===== config.mk =====
export PLATFORM = sky130hd
export DESIGN_NAME = dual_ptr_unit
export DESIGN_NICKNAME = d
export VERILOG_FILES = /design/src/rtl/dptr_pkg.sv /design/src/rtl/dptr_cfg.sv /design/src/rtl/dptr_ptr.sv /design/src/rtl/dptr_route.sv /design/src/rtl/dual_ptr_unit.sv
export SDC_FILE = /design/constraint.sdc
export NUM_CORES = 1
export LEC_CHECK = 0
export ABC_AREA = 1
export BUFFER_PORTS_ARGS = -buffer_cell sky130_fd_sc_hd__buf_4
export CAP_MARGIN = 40
export CORE_MARGIN = 2
export CORE_UTILIZATION = 52
export DETAILED_ROUTE_END_ITERATION = 10
export HOLD_SLACK_MARGIN = 0.05
export PLACE_DENSITY_LB_ADDON = 0.1
export SLEW_MARGIN = 20
export SYNTH_ARGS = -nofsm -noshare
export SYNTH_HDL_FRONTEND = slang
export SYNTH_SLANG_ARGS = --single-unit

===== constraint.sdc =====
create_clock -name clk -period 2.1 [get_ports clk]
set_clock_uncertainty 0.15 [all_clocks]
set_input_delay 0.525 -clock clk [delete_from_list [all_inputs] [get_ports clk]]
set_output_delay 0.525 -clock clk [all_outputs]
set_load 0.03 [all_outputs]

===== src/rtl/dptr_pkg.sv =====
package dptr_pkg;

    typedef enum logic [1:0] {
        SPC_XDATA = 2'd0,
        SPC_CODE  = 2'd1,
        SPC_SIG   = 2'd2
    } space_e;

    // Stored configuration fields; reserved bits are not kept.
    typedef struct packed {
        logic upd1;
        logic upd0;
        logic dn1;
        logic dn0;
        logic sig;
        logic sel;
    } cfg_t;

    localparam logic [7:0] CFG_MASK = 8'hF9;

    function automatic logic [7:0] cfg_to_byte(cfg_t c);
        return {c.upd1, c.upd0, c.dn1, c.dn0, c.sig, 2'b00, c.sel};
    endfunction

    function automatic cfg_t byte_to_cfg(logic [7:0] b);
        cfg_t c;
        c.upd1 = b[7];
        c.upd0 = b[6];
        c.dn1  = b[5];
        c.dn0  = b[4];
        c.sig  = b[3];
        c.sel  = b[0];
        return c;
    endfunction

endpackage


===== src/rtl/dptr_cfg.sv =====
module dptr_cfg
    import dptr_pkg::*;
(
    input  logic       clk,
    input  logic       rst_n,
    input  logic       wr_en,
    input  logic [7:0] wdata,
    output cfg_t       cfg_q
);

    cfg_t cfg_d;

    always_comb begin
        cfg_d = cfg_q;
        if (wr_en) begin
            cfg_d = byte_to_cfg(wdata);
        end
    end

    always_ff @(posedge clk) begin
        if (!rst_n) begin
            cfg_q <= '0;
        end else begin
            cfg_q <= cfg_d;
        end
    end


    cfg_write_chk: assert property (@(posedge clk) disable iff (!rst_n)
        wr_en |=> cfg_to_byte(cfg_q) == ($past(wdata) & CFG_MASK));

endmodule


===== src/rtl/dptr_ptr.sv =====
module dptr_ptr #(
    parameter int BYTE_W = 8
) (
    input  logic                  clk,
    input  logic                  rst_n,
    input  logic                  wr_lo,
    input  logic                  wr_hi,
    input  logic [BYTE_W-1:0]     wdata,
    input  logic                  step,
    input  logic                  down,
    output logic [2*BYTE_W-1:0]   ptr_o
);

    localparam int PTR_W = 2 * BYTE_W;

    typedef struct packed {
        logic [BYTE_W-1:0] hi;
        logic [BYTE_W-1:0] lo;
    } ptr_t;

    ptr_t st_d, st_q;

    always_comb begin
        st_d = st_q;
        if (wr_lo || wr_hi) begin
            if (wr_lo) st_d.lo = wdata;
            if (wr_hi) st_d.hi = wdata;
        end else if (step) begin
            st_d = down ? ptr_t'(st_q - PTR_W'(1)) : ptr_t'(st_q + PTR_W'(1));
        end
    end

    always_ff @(posedge clk) begin
        if (!rst_n) begin
            st_q <= '0;
        end else begin
            st_q <= st_d;
        end
    end

    assign ptr_o = st_q;


    step_up_chk: assert property (@(posedge clk) disable iff (!rst_n)
        (step && !down && !wr_lo && !wr_hi) |=> ptr_o == $past(ptr_o) + PTR_W'(1));


    step_dn_chk: assert property (@(posedge clk) disable iff (!rst_n)
        (step && down && !wr_lo && !wr_hi) |=> ptr_o == $past(ptr_o) - PTR_W'(1));


    wr_lo_prio_chk: assert property (@(posedge clk) disable iff (!rst_n)
        (wr_lo && !wr_hi) |=> (ptr_o[BYTE_W-1:0] == $past(wdata))
                            && (ptr_o[PTR_W-1:BYTE_W] == $past(ptr_o[PTR_W-1:BYTE_W])));


    idle_hold_chk: assert property (@(posedge clk) disable iff (!rst_n)
        (!step && !wr_lo && !wr_hi) |=> $stable(ptr_o));

endmodule


===== src/rtl/dptr_route.sv =====
module dptr_route
    import dptr_pkg::*;
#(
    parameter int BYTE_W = 8
) (
    input  logic                clk,
    input  logic                rst_n,
    input  cfg_t                cfg,
    input  logic                op_xdata,
    input  logic                op_code,
    input  logic                op_inc,
    input  logic                op_alt,
    input  logic                redir_b,
    input  logic [2*BYTE_W-1:0] ptr0,
    input  logic [2*BYTE_W-1:0] ptr1,
    input  logic [BYTE_W-1:0]   acc_a,
    input  logic [BYTE_W-1:0]   acc_b,
    output logic [1:0]          step,
    output logic [1:0]          down,
    output logic [2*BYTE_W-1:0] addr,
    output space_e              space,
    output logic                dreg_b,
    output logic [BYTE_W-1:0]   wdata
);

    logic phys;
    logic move;

    always_comb begin
        phys    = cfg.sel ^ op_alt;
        move    = op_xdata || op_code;
        step[0] = !phys && (op_inc || (move && cfg.upd0));
        step[1] =  phys && (op_inc || (move && cfg.upd1));
        down    = {cfg.dn1, cfg.dn0};
        addr    = phys ? ptr1 : ptr0;
        if (op_code) begin
            space = cfg.sig ? SPC_SIG : SPC_CODE;
        end else begin
            space = SPC_XDATA;
        end
        dreg_b = op_xdata && redir_b && phys;
        wdata  = dreg_b ? acc_b : acc_a;
    end

    // decoder contract: at most one instruction strobe per cycle
    strobe_onehot_chk: assert property (@(posedge clk) disable iff (!rst_n)
        $onehot0({op_xdata, op_code, op_inc}));


    single_step_chk: assert property (@(posedge clk) disable iff (!rst_n)
        !(step[0] && step[1]));


    redir_gate_chk: assert property (@(posedge clk) disable iff (!rst_n)
        dreg_b |-> (redir_b && op_xdata && addr == ptr1 && wdata == acc_b));


    code_space_chk: assert property (@(posedge clk) disable iff (!rst_n)
        op_code |-> space != SPC_XDATA);

endmodule


===== src/rtl/dual_ptr_unit.sv =====
module dual_ptr_unit
    import dptr_pkg::*;
#(
    parameter int         BYTE_W   = 8,
    parameter logic [7:0] CFG_ADDR = 8'hA2,
    parameter logic [7:0] P0L_ADDR = 8'h82,
    parameter logic [7:0] P0H_ADDR = 8'h83,
    parameter logic [7:0] P1L_ADDR = 8'h84,
    parameter logic [7:0] P1H_ADDR = 8'h85
) (
    input  logic                clk,
    input  logic                rst_n,
    input  logic                sfr_wr,
    input  logic [7:0]          sfr_addr,
    input  logic [7:0]          sfr_wdata,
    output logic [7:0]          sfr_rdata,
    input  logic                op_xdata,
    input  logic                op_code,
    input  logic                op_inc,
    input  logic                op_alt,
    input  logic                redir_b,
    input  logic [BYTE_W-1:0]   acc_a,
    input  logic [BYTE_W-1:0]   acc_b,
    output logic [2*BYTE_W-1:0] mem_addr,
    output logic [1:0]          mem_space,
    output logic                mem_dreg_b,
    output logic [BYTE_W-1:0]   mem_wdata
);

    localparam int         NUM_PTR = 2;
    localparam int         PTR_W   = 2 * BYTE_W;
    localparam logic [7:0] LO_ADDR [NUM_PTR] = '{P0L_ADDR, P1L_ADDR};
    localparam logic [7:0] HI_ADDR [NUM_PTR] = '{P0H_ADDR, P1H_ADDR};

    cfg_t             cfg_q;
    logic [PTR_W-1:0] ptr_val [NUM_PTR];
    logic [1:0]       step;
    logic [1:0]       down;
    space_e           space;

    dptr_cfg u_cfg (
        .clk   (clk),
        .rst_n (rst_n),
        .wr_en (sfr_wr && sfr_addr == CFG_ADDR),
        .wdata (sfr_wdata),
        .cfg_q (cfg_q)
    );

    for (genvar gi = 0; gi < NUM_PTR; gi++) begin : g_ptr
        dptr_ptr #(.BYTE_W(BYTE_W)) u_ptr (
            .clk   (clk),
            .rst_n (rst_n),
            .wr_lo (sfr_wr && sfr_addr == LO_ADDR[gi]),
            .wr_hi (sfr_wr && sfr_addr == HI_ADDR[gi]),
            .wdata (sfr_wdata[BYTE_W-1:0]),
            .step  (step[gi]),
            .down  (down[gi]),
            .ptr_o (ptr_val[gi])
        );
    end

    dptr_route #(.BYTE_W(BYTE_W)) u_route (
        .clk      (clk),
        .rst_n    (rst_n),
        .cfg      (cfg_q),
        .op_xdata (op_xdata),
        .op_code  (op_code),
        .op_inc   (op_inc),
        .op_alt   (op_alt),
        .redir_b  (redir_b),
        .ptr0     (ptr_val[0]),
        .ptr1     (ptr_val[1]),
        .acc_a    (acc_a),
        .acc_b    (acc_b),
        .step     (step),
        .down     (down),
        .addr     (mem_addr),
        .space    (space),
        .dreg_b   (mem_dreg_b),
        .wdata    (mem_wdata)
    );

    assign mem_space = space;

    always_comb begin
        sfr_rdata = 8'h00;
        if (sfr_addr == CFG_ADDR) sfr_rdata = cfg_to_byte(cfg_q);
        for (int i = 0; i < NUM_PTR; i++) begin
            if (sfr_addr == LO_ADDR[i]) sfr_rdata = 8'(ptr_val[i][BYTE_W-1:0]);
            if (sfr_addr == HI_ADDR[i]) sfr_rdata = 8'(ptr_val[i][PTR_W-1:BYTE_W]);
        end
    end

endmodule


# Word level (Yosys, flattened, before mapping)
# Index checks and enable logic that the tools add are counted.
# op_classes
add_sub_neg	4
multipliers	0
div	0
order_cmp	0
n_eq_ne	9
n_shift	0
n_mux	19
bitwise_logic	1
reduce_logical	23
# ops
cell	count
16-bit two-way mux	7
8-bit two-way mux	10
8-bit equality test (second input constant)	5
16-bit by 1-bit adder with 16-bit output (second input constant)	2
16-bit by 1-bit subtractor with 16-bit output (second input constant)	2
1-bit logical AND	11
2-bit by 1-bit inequality test with 1-bit output (second input constant)	4
2-bit AND reduction	4
1-bit logical OR	5
2-bit two-way mux	2
2-bit nonzero test	2
1-bit zero test	1
1-bit XOR	1
# word_totals
reg_bits	38
latchBits	0
mem_bits_rw	0
mem_bits_ro	0
input_bits	40
out_inout_bits	35
wordCells	66
n_memories	0

# Depth between registers and ports, before layout
# Gate-level depths: netlist of run 1.
# depth
depth_word	6
depth_mapped	12
ltp_nobuf	12

# Hierarchy
# From an unflattened synthesis of run 1, not the netlist that was laid out.
# hier_totals
hier_cells	781
area_unflattened_um2	4496.8
# modules_own_cells
module	n_inst	cells_per_inst	area_per_inst_um2	seq_area_each_um2
dptr_ptr at g_ptr[0].u_ptr	1	272	1654.1	320.3
dptr_ptr at g_ptr[1].u_ptr	1	272	1632.8	320.3
dual_ptr_unit	1	102	490.5	0.0
dptr_route	1	98	462.9	0.0
dptr_cfg	1	37	256.5	120.1

# Worst setup path before layout of run 1
# Ideal clock, no wire load.
# synth_path
path_kind	input-to-output
startpoint	input port op_alt
endpoint	output port mem_addr[0]
arrival_time_ps	1790
required_time_ps	1425
setup_slack_ps	-365
cell_stages	5
path_cell_list	or2_1 -> nand2_1 -> inv_2 -> clkbuf_1 -> o21ai_0
# synth_via
elab_chain_cells	2
# synth_rtl
element	line_no	rtl
start: declaration	dual_ptr_unit.sv:20	input logic op_alt,
1-bit XOR	dptr_route.sv:30	phys = cfg.sel ^ op_alt;
16-bit two-way mux	dptr_route.sv:35	addr = phys ? ptr1 : ptr0;
end: declaration	dual_ptr_unit.sv:24	output logic [2*BYTE_W-1:0] mem_addr,
# Every way passes these cells.

# Worst setup path after layout of run 1
# layout_path
startpoint	input port sfr_addr[2]
endpoint	output port sfr_rdata[3]
# layout_via
elab_chain_cells	6
word_cells_on_any_way	10
# layout_rtl
element	line_no	rtl
start: declaration	dual_ptr_unit.sv:14	input logic [7:0] sfr_addr,
8-bit equality test	dual_ptr_unit.sv:87	if (sfr_addr == CFG_ADDR) sfr_rdata = cfg_to_byte(cfg_q);
8-bit two-way mux	dual_ptr_unit.sv:87	
8-bit two-way mux	dual_ptr_unit.sv:89	if (sfr_addr == LO_ADDR[i]) sfr_rdata = 8'(ptr_val[i][BYTE_W-1:0]);
8-bit two-way mux	dual_ptr_unit.sv:90	if (sfr_addr == HI_ADDR[i]) sfr_rdata = 8'(ptr_val[i][PTR_W-1:BYTE_W]);
8-bit two-way mux	dual_ptr_unit.sv:89	
8-bit two-way mux (*)	dual_ptr_unit.sv:90	
end: declaration	dual_ptr_unit.sv:16	output logic [7:0] sfr_rdata,
# Mark *: on every way between the ends. The rest lies on a longest branch, timed or not.

==> results of run 1 <==
[layer usage]
metal  track usage  wire length, um
met2         0.644             8440
met1         0.382             6180
met3        0.0372              841
met4         0.155              786
met5             0                0
[how the worst min path moves through the flow]
| stage | start | end |
|---|---|---|
| 2_1_floorplan | u_cfg.cfg_q[4] | u_cfg.cfg_q[4] |
| 3_3_place_gp | u_cfg.cfg_q[5] | u_cfg.cfg_q[5] |
| 3_5_place_dp | u_cfg.cfg_q[5] | u_cfg.cfg_q[5] |
| 4_1_cts | u_cfg.cfg_q[4] | u_cfg.cfg_q[4] |
| 5_1_grt | u_cfg.cfg_q[4] | u_cfg.cfg_q[4] |
| 6_report | u_cfg.cfg_q[2] | u_cfg.cfg_q[2] |
[timing repair]
item | in CTS | in global routing
gates resized for setup | 136 | 89
pin swaps | 17 | 7
buffers inserted | 8 | 6
gates cloned | 5 | 1
setup endpoints to repair | 37 | 46
[cells by family after synthesis]
kind of cell / after synthesis / share of synthesized area
fa+ha+maj: 30 / 0.0904
simple gates: 438 / 0.433
flops: 38 / 0.176
compound gates: 109 / 0.138
xor+xnor: 12 / 0.0243
buf+inv: 148 / 0.138
[metrics by stage]
stage,utilization,hold slack [ns],cells,power [uW]
CTS,0.746,0.402,993,2090
finish,0.802,0.414,997,2190
floorplan,-,0.294,775,1200
detailed placement,0.658,0.358,972,1450
global placement,0.658,0.363,972,1440
global route,0.802,0.427,997,2290
[synth_stat cells, drive strengths merged]
library cell | count | share of area
nand3b | 9 | 0.016
o21ai | 50 | 0.058
nor2 | 81 | 0.079
fa | 2 | 0.0093
clkinv | 6 | 0.0052
or2 | 5 | 0.0072
nand2 | 278 | 0.24
a21oi | 48 | 0.059
xor2 | 6 | 0.012
dfxtp | 38 | 0.18
buf | 7 | 0.016
inv | 129 | 0.11
a21boi | 3 | 0.0096
clkbuf | 6 | 0.0052
and2 | 6 | 0.0087
nand3 | 51 | 0.067
o22ai | 8 | 0.012
nand4 | 3 | 0.0043
xnor2 | 6 | 0.012
nor3 | 5 | 0.0081
ha | 28 | 0.081
[worst max-delay path, delay by kind of cell]
kind | cells | cell delay, ns
buffers and inverters | 2 | 0.26
AND/OR/NAND/NOR | 5 | 0.54
AO/OA/AOI/OAI | 2 | 0.38
[final cells by class]
class	instances	area (um^2)
Clock inverter	1	5.00
Timing Repair inverter	1	8.76
Inverter	135	539
Clock buffer	7	86.3
Tap cell	105	131
Fill cell	575	1610
Multi-Input combinational cell	590	3780
Timing Repair Buffer	120	1200
Sequential cell	38	773
[registers in the layout (all words and copies together) (netlist names)]
| name | flops |
|---|---|
| u_cfg.cfg_q | 6 |
| g_ptr.u_ptr.ptr_o | 32 |
[report_power, final]
| group | leakage [uW] | switching (uW) | internal [uW] |
|---|---|---|---|
| combinational | 0.00314 | 467 | 360 |
| clock | 0.0000482 | 269 | 265 |
| sequential | 0.000315 | 71.2 | 760 |
| total | 0.00351 | 807 | 1380 |
==> flow_summary.ini, run 1 <==
[outcome]
status = finished, violations left
violations = setup timing

[global_route]
number_of_antenna_violations_at_the_first_check_in_global_routing = 0
grt_pass1_vias = 5012
overflow = 0
globalRouteTotalUtil = 0.342
grt_first_pass_wirelength_um = 24100
grt_max_degree = 35

[route]
drt_first_pass_iters = 6
initialDrtViolationCount = 227
totalWireLength_um = 16200
wl_per_cell_um = 16.3
ant_nets = 0
vias_per_cell = 5.48
detailed_route_drc_error_count = 0
dr_total_vias = 5465

[timing]
final_slew_violations = 0
setup_viol = 33
final.min_clock_period_ns = 2.38
worst_slew_margin = 0.720
worst_slew_pin_slew_ns = 0.419
setup_ws_ns = -0.280
post-route-period-util = 1.13
hold_violation_total_from_the_final_report = 0
setup_total_negative_slack_ns = -3.83
rsz_0062_raised_after_global_routing = yes
fmax_mhz = 420

[worst_setup_path]
cp-startpoint = sfr_addr[2]
regToRegEndpoint = g_ptr[1].u_ptr.ptr_o[5]
critical_register_to_register_path_startpoint = u_cfg.cfg_q[0]
maximum_fanout_encountered_on_the_critical_timing_path = 7
critPathArrivalTime_ns = 1.71
critical_path.endpoint = sfr_rdata[3]
cp_slowest_cell = o22ai_1
crit_chain = buf_6, nor2_2, nand2_2, nor2_4, nand2_4, o22ai_1, a21oi_1, nand3_2, buf_4
setup.worst_path.end_class = output pin
regToRegSetupSlack_ns = 0.10
worst_path_largest_cell_delay_ns = 0.28
critPathLaunchType = input port
timing.setup.critical_path_class = input port to output pin
r2r_cells = 10
timing.critical_path.required_ns = 1.42

[finish]
insertedDiodeCount = 0
syn2layout_area_growth_pct = 51.0
nNetsFinal = 961
layout.cells.most_common_list = nand2_1, inv_1, buf_4
post-route-cell-area_mm2 = 0.00652
layout_commonest_cell = nand2_1
final_layout_size_suffix_gt1_frac = 0.317

[die]
row_count = 33
core_region_area_mm2 = 0.00813
initial_core_util = 0.531
die_height_um = 95.1
ioPinCount = 75
dieWidth_um = 95.1
dieArea_mm2 = 0.00905

[placed_design]
gp_congestion = 0.922
dpl_cell_area_mm2 = 0.00535
dp.final_hpwl_um = 11300
portBuffers = 74
place_worst_setup_slack_ns = -0.440

[cts]
tritoncts = built
cts_hold_repair.buffers = 0
cts-buffers-inserted = 5
worstSkewPairLatency_ns = 0.30
h-tree-depth = 2
cts_sinks = 38
longest_clk_path_bufs = 2
ctsRootBufferMaster = clkbuf_8
clk_slew_on_worst_s_h_paths_ns = 0.08

[run]
cap_viol_max_count = 0

[yosys]
synth.distinct_cells = 36
synth.avg_cell_area_um2 = 5.57
post_synth_instance_area_mm2 = 0.00432
synth-seq-area-share = 0.176
synth_warnings = 0
post_synthesis_cell_count = 775
synth.net_count = 845
synth_seq_cells = 38

[pwr]
power_density_mw_per_mm2 = 336
leakage_uw = 0.00351
largest_voltage_drop_on_the_vdd_net_mv = 0.228

[worst_hold_path]
min_delay_path_depth = 2
min-delay-path-class = register to register
Note: power is estimated with default switching activity, not from simulation.
==> run 2, diff against run 1 <==
--- a/config.mk
+++ b/config.mk
@@ -6,13 +6,14 @@
 export NUM_CORES = 1
 export LEC_CHECK = 0
 export ABC_AREA = 1
-export BUFFER_PORTS_ARGS = -buffer_cell sky130_fd_sc_hd__buf_4
+export BUFFER_PORTS_ARGS = -buffer_cell sky130_fd_sc_hd__buf_2
 export CAP_MARGIN = 40
 export CORE_MARGIN = 2
 export CORE_UTILIZATION = 52
 export DETAILED_ROUTE_END_ITERATION = 10
 export HOLD_SLACK_MARGIN = 0.05
 export PLACE_DENSITY_LB_ADDON = 0.1
+export SKIP_CTS_REPAIR_TIMING = 1
 export SLEW_MARGIN = 20
 export SYNTH_ARGS = -nofsm -noshare
 export SYNTH_HDL_FRONTEND = slang
==> run 2 against run 1 <==
  * Sequential cell count unchanged
  * The run still ends with setup timing left
  * Core utilization is 5.8 points lower
  * Via count down 3.5%
  * Non-clock buffer count fell by 2
==> flow_summary.ini, run 2 (same netlist as run 1, synthesis figures left out) <==
[outcome]
status = finished, violations left
violations = setup timing

[timing]
worst_slew_margin = 0.746
rsz_0062_raised_after_global_routing = yes
setup_ws_ns = -0.331
final_slew_violations = 0
post-route-period-util = 1.16
fmax_mhz = 411
hold_violation_total_from_the_final_report = 0
final.min_clock_period_ns = 2.43
worst_slew_pin_slew_ns = 0.381
setup_viol = 33

[die]
dieArea_mm2 = 0.00905
dieWidth_um = 95.1
ioPinCount = 75
core_region_area_mm2 = 0.00813
die_height_um = 95.1
initial_core_util = 0.531
row_count = 33

[cts]
longest_clk_path_bufs = 2
ctsRootBufferMaster = clkbuf_8
worstSkewPairLatency_ns = 0.30
cts_sinks = 38
h-tree-depth = 2
cts-buffers-inserted = 5
tritoncts = built
clk_slew_on_worst_s_h_paths_ns = 0.08

[finish]
largest_reg_flops = 32
layout_commonest_cell = nand2_1
insertedDiodeCount = 0
syn2layout_area_growth_pct = 40.0
nNetsFinal = 959
layout.cells.most_common_list = nand2_1, inv_1, nor2_1
post-route-util = 0.743
fillerInstances = 688
final_layout_size_suffix_gt1_frac = 0.280
post-route-cell-area_mm2 = 0.00605

[worst_setup_path]
regToRegSetupSlack_ns = 0.10
cp_slowest_cell = nor3_2
critical_register_to_register_path_startpoint = g_ptr[1].u_ptr.ptr_o[4]
timing.setup.critical_path_class = input port to output pin
cpLargestDelayFamily = simple AND/OR/NAND/NOR gates
timing.critical_path.required_ns = 1.42
worst_path_largest_cell_delay_ns = 0.25
setup.worst_path.end_class = output pin
cp_num_buf_inv = 4
critPathLaunchType = input port
regToRegEndpoint = g_ptr[1].u_ptr.ptr_o[7]
r2r_cells = 10
crit_chain = buf_2, inv_1, nand2_1, nor3_2, nand2_4, inv_1, nand2_1, nand3_2, buf_2
critPathArrivalTime_ns = 1.76
maximum_fanout_encountered_on_the_critical_timing_path = 7

[route]
detailed_route_drc_error_count = 0
totalWireLength_um = 15200
vias_per_cell = 5.30
dr_total_vias = 5276
wl_per_cell_um = 15.2
initialDrtViolationCount = 338
drt_first_pass_iters = 5
ant_nets = 0

[global_route]
grt_max_degree = 22
grt_first_pass_wirelength_um = 21800
grt_pass1_vias = 4702
globalRouteTotalUtil = 0.307
overflow = 0
number_of_antenna_violations_at_the_first_check_in_global_routing = 0

[worst_hold_path]
min_delay_path_depth = 2
min-delay-path-class = register to register
timing.hold.worst_endpoint = u_cfg.cfg_q[0]
hp-start = u_cfg.cfg_q[0]

[pwr]
power_density_mw_per_mm2 = 352
leakage_uw = 0.00338
largest_voltage_drop_on_the_vdd_net_mv = 0.210

[placed_design]
gp_congestion = 0.947
dp.final_hpwl_um = 11200
dpl_cell_area_mm2 = 0.00517
portBuffers = 74

[run]
cap_viol_max_count = 0
[run 2: cell count changes in the layout (fill, tap and decap cells not counted), sizes merged]
cell    previous run  this run
buf              119       115
clkbuf             8        10
clkinv             8         6
inv              129       131
[run 2: metrics by stage]
stage | instances | TNS, ns | hold WS [ns] | setup slack, ns | total power, uW
floorplan | 775 | -1.24 | 0.294 | -0.138 | 1200
global placement | 973 | -5.23 | 0.373 | -0.377 | 1400
detailed placement | 973 | -6.34 | 0.378 | -0.434 | 1410
CTS | 981 | -5.88 | 0.392 | -0.425 | 1940
global route | 995 | -7.13 | 0.423 | -0.377 | 2220
finish | 995 | -5.39 | 0.419 | -0.331 | 2130
[run 2: report_power, final]
| group | total (uW) | internal, uW | leakage [uW] | switching [uW] |
|---|---|---|---|---|
| clock network | 546 | 265 | 0.0000482 | 280 |
| registers | 815 | 759 | 0.000314 | 55.9 |
| logic | 770 | 323 | 0.00301 | 446 |
| total | 2130 | 1350 | 0.00338 | 783 |
[run 2: metal layers]
layer  wire length, um  track usage  vias to the layer above
met3               701       0.0269                       63
met2              7730        0.585                      180
met4               732        0.104                        0
met5                 0            0                        -
li1                  -            -                     2652
met1              5990        0.357                     2381
[run 2: final cells by class]
class                      instances  area [um^2]  share of cell area
timing repair buffer             118         1050               0.174
inverter                         135          519              0.0859
clock buffer                       7         86.3              0.0143
clock inverter                     1         5.00            0.000828
timing repair inverter             1         6.26             0.00103
multi-input combinational        590         3480               0.575
tap                              105          131              0.0217
sequential                        38          771               0.127
[run 2: worst reg2reg max path, stage by stage, from the launching register on]
cell	delay, ns
dfxtp_1	0.52
ha_1	0.34
nand2_1	0.09
nand2_1	0.06
a21oi_1	0.12
nand2_1	0.08
or2_2	0.27
nand3_1	0.10
nand3_1	0.07
nand2_1	0.07
inv_1	0.03
[run 2: worst max-delay path by stage]
stage	startpoint	slack [ns]	depth (start not counted)	to
CTS	sfr_addr[4]	-0.42	8	sfr_rdata[4]
global placement	sfr_addr[4]	-0.38	8	sfr_rdata[4]
finish	sfr_addr[3]	-0.33	9	sfr_rdata[0]
floorplan	op_alt	-0.14	4	mem_addr[11]
detailed placement	sfr_addr[4]	-0.43	8	sfr_rdata[4]
global route	sfr_addr[3]	-0.38	9	sfr_rdata[0]
==> run 3, diff against run 2 <==
--- a/config.mk
+++ b/config.mk
@@ -14,7 +14,7 @@
 export HOLD_SLACK_MARGIN = 0.05
 export PLACE_DENSITY_LB_ADDON = 0.1
 export SKIP_CTS_REPAIR_TIMING = 1
-export SLEW_MARGIN = 20
+export SKIP_LAST_GASP = 1
 export SYNTH_ARGS = -nofsm -noshare
 export SYNTH_HDL_FRONTEND = slang
 export SYNTH_SLANG_ARGS = --single-unit
==> run 3 against run 2 <==
  * The flow still finishes with violations (setup timing)
  * Critical path depth did not move
  * Worst hold slack got worse by 0.0072 ns
  * Count of clock-buffer cells in the layout unchanged
  * Sequential share of layout area hardly changed
  * Global-route usage is the same
  * Register-to-register slack is essentially flat
  * Sequential cell count unchanged
  * Routed wire length about the same
  * Largest cell class unchanged
==> flow_summary.ini, run 3 (same netlist as run 1, synthesis figures left out) <==
[outcome]
status = finished, violations left
violations = setup timing

[cts]
cts-buffers-inserted = 5
ctsRootBufferMaster = clkbuf_8
longest_clk_path_bufs = 2
tritoncts = built
clk_slew_on_worst_s_h_paths_ns = 0.08
worstSkewPairLatency_ns = 0.30
cts_sinks = 38
h-tree-depth = 2

[timing]
post-route-period-util = 1.15
hold_violation_total_from_the_final_report = 0
fin_hold_ws_ns = 0.412
final.min_clock_period_ns = 2.42
fmax_mhz = 412
setup_viol = 33
final_slew_violations = 0
worst_slew_margin = 0.745
setup_total_negative_slack_ns = -5.45
rsz_0062_raised_after_global_routing = yes
setup_ws_ns = -0.325
worst_slew_pin_slew_ns = 0.383

[worst_hold_path]
hp-start = u_cfg.cfg_q[0]
timing.hold.worst_endpoint = u_cfg.cfg_q[0]
min-delay-path-class = register to register
min_delay_path_depth = 2

[placed_design]
place_inst = 973
portBuffers = 74
dp.final_hpwl_um = 11200
place_worst_setup_slack_ns = -0.434
gp_congestion = 0.947

[worst_setup_path]
worst_path_largest_cell_delay_ns = 0.26
cp_slowest_cell = nor3_2
critPathLaunchType = input port
timing.critical_path.required_ns = 1.42
timing.setup.critical_path_class = input port to output pin
r2r_cells = 8
setup.worst_path.end_class = output pin
regToRegEndpoint = g_ptr[1].u_ptr.ptr_o[4]
critical_register_to_register_path_startpoint = g_ptr[1].u_ptr.ptr_o[0]
maximum_fanout_encountered_on_the_critical_timing_path = 7
critPathArrivalTime_ns = 1.75
regToRegSetupSlack_ns = 0.09
crit_chain = buf_2, inv_1, nand2_1, nor3_2, nand2_4, inv_1, nand2_1, nand3_2, buf_2

[finish]
layoutNonFillerInstCount = 995
largest_reg_flops = 32
fillerInstances = 698
post-route-util = 0.741
final_layout_size_suffix_gt1_frac = 0.274
layout.cells.most_common_list = nand2_1, inv_1, nor2_1
nNetsFinal = 959
layout_commonest_cell = nand2_1
syn2layout_area_growth_pct = 39.5
insertedDiodeCount = 0

[route]
wl_per_cell_um = 15.2
initialDrtViolationCount = 328
drt_first_pass_iters = 5
totalWireLength_um = 15200
ant_nets = 0
dr_total_vias = 5266
vias_per_cell = 5.29
detailed_route_drc_error_count = 0

[global_route]
overflow = 0
globalRouteTotalUtil = 0.307
grt_pass1_vias = 4702
grt_max_degree = 22
number_of_antenna_violations_at_the_first_check_in_global_routing = 0
grt_first_pass_wirelength_um = 21800

[pwr]
leakage_uw = 0.00337
largest_voltage_drop_on_the_vdd_net_mv = 0.209
power.net_switching_uw = 780
power.share.combinational = 0.360
intPower_uw = 1350
swShare = 0.367
share_seq_of_total_power = 0.383
power.clock.fraction = 0.257
power_density_mw_per_mm2 = 353

[die]
die_height_um = 95.1
ioPinCount = 75
initial_core_util = 0.531
core_region_area_mm2 = 0.00813
dieWidth_um = 95.1
dieArea_mm2 = 0.00905
row_count = 33

[run]
cap_viol_max_count = 0
## run 3: worst max-delay path by stage
stage          depth (start not counted)  slack (ns)        start            to
2_1_floorplan                          4       -0.14       op_alt  mem_addr[11]
3_3_place_gp                           8       -0.38  sfr_addr[4]  sfr_rdata[4]
3_5_place_dp                           8       -0.43  sfr_addr[4]  sfr_rdata[4]
4_1_cts                                8       -0.42  sfr_addr[4]  sfr_rdata[4]
5_1_grt                                9       -0.42  sfr_addr[3]  sfr_rdata[6]
6_report                               9       -0.32  sfr_addr[3]  sfr_rdata[0]
## run 3: routing by layer
metal	vias to the layer above	global-route usage	routed length, um
met2	163	0.585	7780
li1	2650	-	-
met1	2408	0.357	6140
met5	-	0	0
met4	0	0.104	624
met3	45	0.0269	613
## run 3: worst max-delay path, delay by kind of cell
kind | cells | cell delay (ns)
buffers and inverters | 4 | 0.50
and+or+nand+nor | 5 | 0.73
## run 3: power by group through the flow
stage          clock network, uW  logic (uW)  registers (uW)
2_1_floorplan                  0         393             808
3_3_place_gp                   0         580             825
3_5_place_dp                   0         588             826
4_1_cts                      541         591             809
5_1_grt                      571         824             819
6_report                     547         766             813
## run 3: area by class of cell
class / count / area, um^2 / area share
Multi-Input combinational cell: 590 / 3460 / 0.574
Timing Repair Buffer: 118 / 1050 / 0.174
Sequential cell: 38 / 771 / 0.128
Inverter: 135 / 519 / 0.0862
Tap cell: 105 / 131 / 0.0218
Clock buffer: 7 / 86.3 / 0.0143
Timing Repair inverter: 1 / 6.26 / 0.00104
Clock inverter: 1 / 5.00 / 0.000831
## run 3: per-stage QoR
stage | instance area (um^2) | total power, uW
floorplan | 4490 | 1200
global placement | 5170 | 1400
detailed placement | 5170 | 1410
CTS | 5270 | 1940
global route | 6020 | 2210
finish | 6020 | 2130
